$ cat config.mk
export PLATFORM = sky130hd
export DESIGN_NAME = slot_done_tracker
export DESIGN_NICKNAME = d
export VERILOG_FILES = /design/src/rtl/slot_done_pkg.sv /design/src/rtl/sdt_rst_sync.sv /design/src/rtl/sdt_size_reg.sv /design/src/rtl/sdt_slot_decode.sv /design/src/rtl/sdt_done_map.sv /design/src/rtl/slot_done_tracker.sv
export SDC_FILE = /design/constraint.sdc
export NUM_CORES = 1
export LEC_CHECK = 0
export BUFFER_PORTS_ARGS = -buffer_cell sky130_fd_sc_hd__buf_2
export CORE_ASPECT_RATIO = 1.5
export CORE_UTILIZATION = 48
export DETAILED_ROUTE_END_ITERATION = 12
export HOLD_SLACK_MARGIN = 0.03
export PLACE_DENSITY_LB_ADDON = 0.15
export SLEW_MARGIN = 20
export SYNTH_ARGS = -nofsm -noshare
export SYNTH_HDL_FRONTEND = slang
export SYNTH_SLANG_ARGS = --single-unit
$ cat constraint.sdc
create_clock -name clk -period 5.6 [get_ports clk]
set_clock_uncertainty 0.1 [all_clocks]
set_input_delay 0.56 -clock clk [delete_from_list [all_inputs] [get_ports clk]]
set_output_delay 0.56 -clock clk [all_outputs]
set_load 0.1 [all_outputs]
$ cat src/rtl/slot_done_pkg.sv
package slot_done_pkg;
  localparam int unsigned REG_W   = 16;
  localparam int unsigned SIZE_W  = 10;
  localparam int unsigned ALIGN_B = 3;
  localparam int unsigned SLOTS   = 32;
  localparam int unsigned OFF_W   = 16;
  localparam int unsigned IDX_W   = $clog2(SLOTS);

  typedef enum logic { SEL_SIZE = 1'b0, SEL_MAP = 1'b1 } reg_sel_e;
endpackage

$ cat src/rtl/sdt_rst_sync.sv
module sdt_rst_sync #(
  parameter int unsigned STAGES = 2
) (
  input  logic clk,
  input  logic rst_n,
  output logic rst_sync_n
);
  logic [STAGES-1:0] chain_q;
  logic [STAGES-1:0] chain_d;

  always_comb chain_d = {chain_q[STAGES-2:0], 1'b1};

  always_ff @(posedge clk or negedge rst_n) begin
    if (!rst_n) chain_q <= '0;
    else        chain_q <= chain_d;
  end

  assign rst_sync_n = chain_q[STAGES-1];
endmodule

$ cat src/rtl/sdt_size_reg.sv
module sdt_size_reg #(
  parameter int unsigned REG_W   = 16,
  parameter int unsigned SIZE_W  = 10,
  parameter int unsigned ALIGN_B = 3
) (
  input  logic             clk,
  input  logic             rst_n,
  input  logic             wr_en,
  input  logic [REG_W-1:0] wr_data,
  output logic [REG_W-1:0] size_q
);
  localparam logic [REG_W-1:0] KEEP_MASK =
    REG_W'(((1 << SIZE_W) - 1) & ~((1 << ALIGN_B) - 1));

  logic [REG_W-1:0] size_d;

  always_comb begin
    size_d = size_q;
    if (wr_en) size_d = wr_data & KEEP_MASK;
  end

  always_ff @(posedge clk or negedge rst_n) begin
    if (!rst_n) size_q <= '0;
    else        size_q <= size_d;
  end
endmodule

$ cat src/rtl/sdt_slot_decode.sv
module sdt_slot_decode #(
  parameter int unsigned REG_W = 16,
  parameter int unsigned OFF_W = 16,
  parameter int unsigned SLOTS = 32
) (
  input  logic [REG_W-1:0] slot_size,
  input  logic [OFF_W-1:0] offset,
  output logic             in_range,
  output logic [SLOTS-1:0] slot_vec
);
  localparam int unsigned IDX_W  = $clog2(SLOTS);
  localparam int unsigned PROD_W = REG_W + IDX_W + 1;
  localparam int unsigned CMP_W  = (OFF_W > PROD_W) ? OFF_W : PROD_W;

  logic [SLOTS-1:0] at_or_past;
  logic [IDX_W:0]   pass_cnt;
  logic [CMP_W-1:0] off_ext;

  assign off_ext = CMP_W'(offset);

  genvar k;
  generate
    for (k = 1; k <= SLOTS; k++) begin : g_bound
      logic [CMP_W-1:0] bound;
      assign bound = CMP_W'(slot_size) * CMP_W'(k);
      assign at_or_past[k-1] = (off_ext >= bound);
    end
  endgenerate

  always_comb begin
    pass_cnt = '0;
    for (int i = 0; i < SLOTS; i++) pass_cnt = pass_cnt + (IDX_W+1)'(at_or_past[i]);
  end

  always_comb begin
    in_range = (slot_size != '0) && !at_or_past[SLOTS-1];
    slot_vec = '0;
    if (in_range) slot_vec = SLOTS'(1) << pass_cnt[IDX_W-1:0];
  end
endmodule

$ cat src/rtl/sdt_done_map.sv
module sdt_done_map #(
  parameter int unsigned SLOTS = 32
) (
  input  logic             clk,
  input  logic             rst_n,
  input  logic             set_en,
  input  logic [SLOTS-1:0] set_vec,
  input  logic             clr,
  output logic [SLOTS-1:0] map_q
);
  logic [SLOTS-1:0] base;
  logic [SLOTS-1:0] map_d;

  always_comb begin
    base  = clr ? '0 : map_q;
    map_d = set_en ? (base | set_vec) : base;
  end

  always_ff @(posedge clk or negedge rst_n) begin
    if (!rst_n) map_q <= '0;
    else        map_q <= map_d;
  end
endmodule

$ cat src/rtl/slot_done_tracker.sv
module slot_done_tracker
  import slot_done_pkg::*;
(
  input  logic             clk,
  input  logic             rst_n,
  input  logic             host_wr,
  input  logic             host_rd,
  input  logic             host_sel,
  input  logic [REG_W-1:0] host_wdata,
  output logic [SLOTS-1:0] host_rdata,
  input  logic             cpl_valid,
  input  logic             cpl_ack,
  input  logic [OFF_W-1:0] cpl_offset,
  output logic             cpl_err
);
  logic             rst_sync_n;
  logic [REG_W-1:0] size_q;
  logic             slot_ok;
  logic [SLOTS-1:0] slot_vec;
  logic [SLOTS-1:0] done_map;
  logic             size_wr_en;
  logic             map_clr;
  logic             map_set_en;
  logic             err_d;
  logic             err_q;

  sdt_rst_sync #(.STAGES(2)) u_rst (
    .clk(clk), .rst_n(rst_n), .rst_sync_n(rst_sync_n)
  );

  assign size_wr_en = host_wr && (reg_sel_e'(host_sel) == SEL_SIZE);
  assign map_clr    = host_rd && (reg_sel_e'(host_sel) == SEL_MAP);
  assign map_set_en = cpl_valid && cpl_ack && slot_ok;

  sdt_size_reg #(.REG_W(REG_W), .SIZE_W(SIZE_W), .ALIGN_B(ALIGN_B)) u_size (
    .clk(clk), .rst_n(rst_sync_n), .wr_en(size_wr_en),
    .wr_data(host_wdata), .size_q(size_q)
  );

  sdt_slot_decode #(.REG_W(REG_W), .OFF_W(OFF_W), .SLOTS(SLOTS)) u_dec (
    .slot_size(size_q), .offset(cpl_offset),
    .in_range(slot_ok), .slot_vec(slot_vec)
  );

  sdt_done_map #(.SLOTS(SLOTS)) u_map (
    .clk(clk), .rst_n(rst_sync_n), .set_en(map_set_en),
    .set_vec(slot_vec), .clr(map_clr), .map_q(done_map)
  );

  always_comb err_d = cpl_valid && !slot_ok;

  always_ff @(posedge clk or negedge rst_sync_n) begin
    if (!rst_sync_n) err_q <= 1'b0;
    else             err_q <= err_d;
  end

  assign cpl_err = err_q;

  always_comb begin
    if (reg_sel_e'(host_sel) == SEL_MAP) host_rdata = done_map;
    else                                 host_rdata = SLOTS'(size_q);
  end
endmodule

==> impl_metrics.csv <==
group,metric,value,unit
sta,drv_slew,0,
clocking,clock_latency,0.30,ns
sta,hold_violations,0,
global_routing,grt.busiest_layer,"met2",
status,status,"finished with violations",
global_routing,antenna_found_initial,0,
global_routing,grt_max_degree,42,
clocking,cts-root-buf,"clkbuf_16",
floorplan,die_w,140,µm
hold_path,hp-class,"register to asynchronous set/reset pin",
clocking,cts_buffers,5,
placed_design,dp_hpwl,41900,µm
global_routing,grt_pass1_vias,14400,
sta,layout_setup_ws,-3.60,ns
global_routing,grt_overflow,0,
critical_path,path_class,"register to register",
floorplan,dieArea,0.0292,mm²
placed_design,place_congestion,0.964,
global_routing,grt_pass1_wl,75100,µm
route,drt_pass1_iterations,7,
status,failed_checks,"negative setup slack",
job,max_cap_violations,0,
sta,slew_headroom,0.356,
route,viasPerCell,5.71,
sta,fin_crit_sh,1.64,
sta,max_freq,0.109,GHz
finish,antennaDiodeCount,0,
synthesis,synth_nets,2089,
clocking,cts_max_level,2,
clocking,clkSlewWorstSetupHoldPaths,0.07,ns
sta,setup_tns,-112.06,ns
global_routing,grt_use_met2,0.627,
clocking,cts_num_sinks,42,
route,drc,0,
sta,worstMarginPinSlew,0.963,ns
route,ant_nets,0,
floorplan,row_count,75,
route,via_count,14000,
clocking,cts_tree,"yes",
placed_design,io_buffers,62,
critical_path,crit_fanout,7,
route,dr.first_iter.drc_count,630,
sta,fin_crit,9.20,ns
synthesis,yosys_register_bits,42,
synthesis,syn_inst,1576,
synthesis,synthTopCellsByArea,"ha_1 35%, fa_1 13%, dfrtp_1 7.7%, inv_1 4.7%, o21ai_0 4.5%",
synthesis,async_flop_share,1.00,
floorplan,dieHeight,209,µm
finish,layout_commonest_cell,"buf_4",
synthesis,yosysWarnings,0,
floorplan,core,0.0281,mm²
floorplan,initial_core_util,0.488,
critical_path,start_kind,"register",
global_routing,use_met1,0.363,
critical_path,cp_data_arrival_time,9.30,ns
global_routing,grt_usage,0.337,
critical_path,critPathMaxStageDelay,0.60,ns
synthesis,synth_top_flop_cell,"dfrtp_1",
finish,multi_input_area,0.0125,mm²
route,wl,48900,µm
synthesis,synth_area,0.0137,mm²
synthesis,synth_seq_area_share,0.0767,
synthesis,synth-edff-count,0,
critical_path,r2r_cells,32,
critical_path,slowest_stage,"fa_2",
finish,final_nets,2618,
clocking,cts_buffer_depth,2,
critical_path,cp.required,5.70,ns
sta,setup_violations,32,
synthesis,synth_top_area_cell,"ha_1",
critical_path,crit_path_frequent_cell,"fa_1",
floorplan,io_pins,72,
synthesis,netlist.area_leader.share,0.351,
finish,regArea,0.00106,mm²
finish,fillers,2345,
synthesis,netlist-cell-type-count,73,
sta,rsz0062_at_grt,"yes",
critical_path,end_kind,"register",
synthesis,syn_avg_cell_area,8.69,µm²
global_routing,met3_usage,0.0259,
finish,syn2layout_area_growth,37.8,%
finish,final_cell_mix,"466 x buf_4, 363 x ha_1, 158 x inv_1",
finish,drive_above_1_share,0.328,
route,wl_per_cell,20.0,µm
cell type report:
class                   count  area share
multi-input cells        1341       0.662
repair buffers            542       0.213
flip-flops and latches     42      0.0564
well taps                 346      0.0229
inverters                 173      0.0351
clock inverters             3     0.00365
clock buffers               5     0.00663
flip-flops by register name (all words and copies together) (netlist names):
signal and cells:
u_rst.chain_q 2, cpl_err 1, u_size.size_q 7, u_map.map_q 32
stage by stage:
| stage | hold slack (ns) | cells | cell area, µm² | worst slack (ns) | utilization |
|---|---|---|---|---|---|
| 2_1_floorplan | 0.164 | 1576 | 13900 | -3.30 | - |
| 3_3_place_gp | 0.228 | 2419 | 18000 | -3.69 | 0.642 |
| 3_5_place_dp | 0.233 | 2419 | 18000 | -3.77 | 0.642 |
| 4_1_cts | 0.239 | 2438 | 18500 | -3.54 | 0.658 |
| 5_1_grt | 0.261 | 2452 | 18900 | -3.88 | 0.673 |
| 6_report | 0.226 | 2452 | 18900 | -3.60 | 0.673 |
per-layer routing:
layer	wire, µm	vias to the layer above
li1	-	6729
met2	24800	366
met5	0	-
met4	3820	0
met1	18600	6758
met3	1710	154
logic make-up (layout without fill, tap and decap cells):
kind of cell / after synthesis / after routing / share of synthesized area
buf+inv: 193 / 723 / 0.0549
simple gates: 360 / 360 / 0.131
compound gates: 418 / 418 / 0.199
xor+xnor: 88 / 88 / 0.0563
fa+ha+maj: 474 / 474 / 0.482
other cells: 1 / 1 / 0.000274
flops: 42 / 42 / 0.0767
what timing repair did:
item / in CTS / in global routing
hold buffers: 1 / 0
resized for setup: 64 / 69
endpoints found under the setup margin: 32 / 32
buffers inserted: 13 / 14
cloned: 0 / 0
hold endpoints to repair: 2 / 0
pin swaps: 45 / 63
Yosys cell counts, drive strengths merged (26+ instances only):
cell type and n:
ha 384, inv 173, o21ai 128, nand2 108, fa 90, a21oi 67
nor2 65, xnor2 50, a21o 44, dfrtp 42, xor2 38, nand3 35
nor3 35, o21a 30, a31oi 26, and2 26
worst paths after layout:
kind                                  startpoint  slack (ns)               end
worst max-delay path            u_size.size_q[7]       -3.60   u_map.map_q[12]
worst min-delay path            u_rst.chain_q[1]        0.23  u_size.size_q[7]
worst max register to register  u_size.size_q[7]       -3.60   u_map.map_q[12]
worst min register to register  u_rst.chain_q[1]        0.23  u_size.size_q[7]
max in group asynchronous       u_rst.chain_q[1]        4.77  u_size.size_q[8]
min in group clk                u_rst.chain_q[0]        0.26  u_rst.chain_q[1]
critical path, delay by kind of cell, from the launching register on:
kind                     cells  cell delay [ns]
buffers and inverters        4             0.21
AND/OR/NAND/NOR              5             0.83
XOR/XNOR                     1             0.14
adder cells (fa/ha/maj)     13             5.72
flip-flops                   1             0.50
AO/OA/AOI/OAI                9             1.58
Power is not shown: default switching activity piles up to over one toggle a cycle in this logic, so the estimate is an artifact.
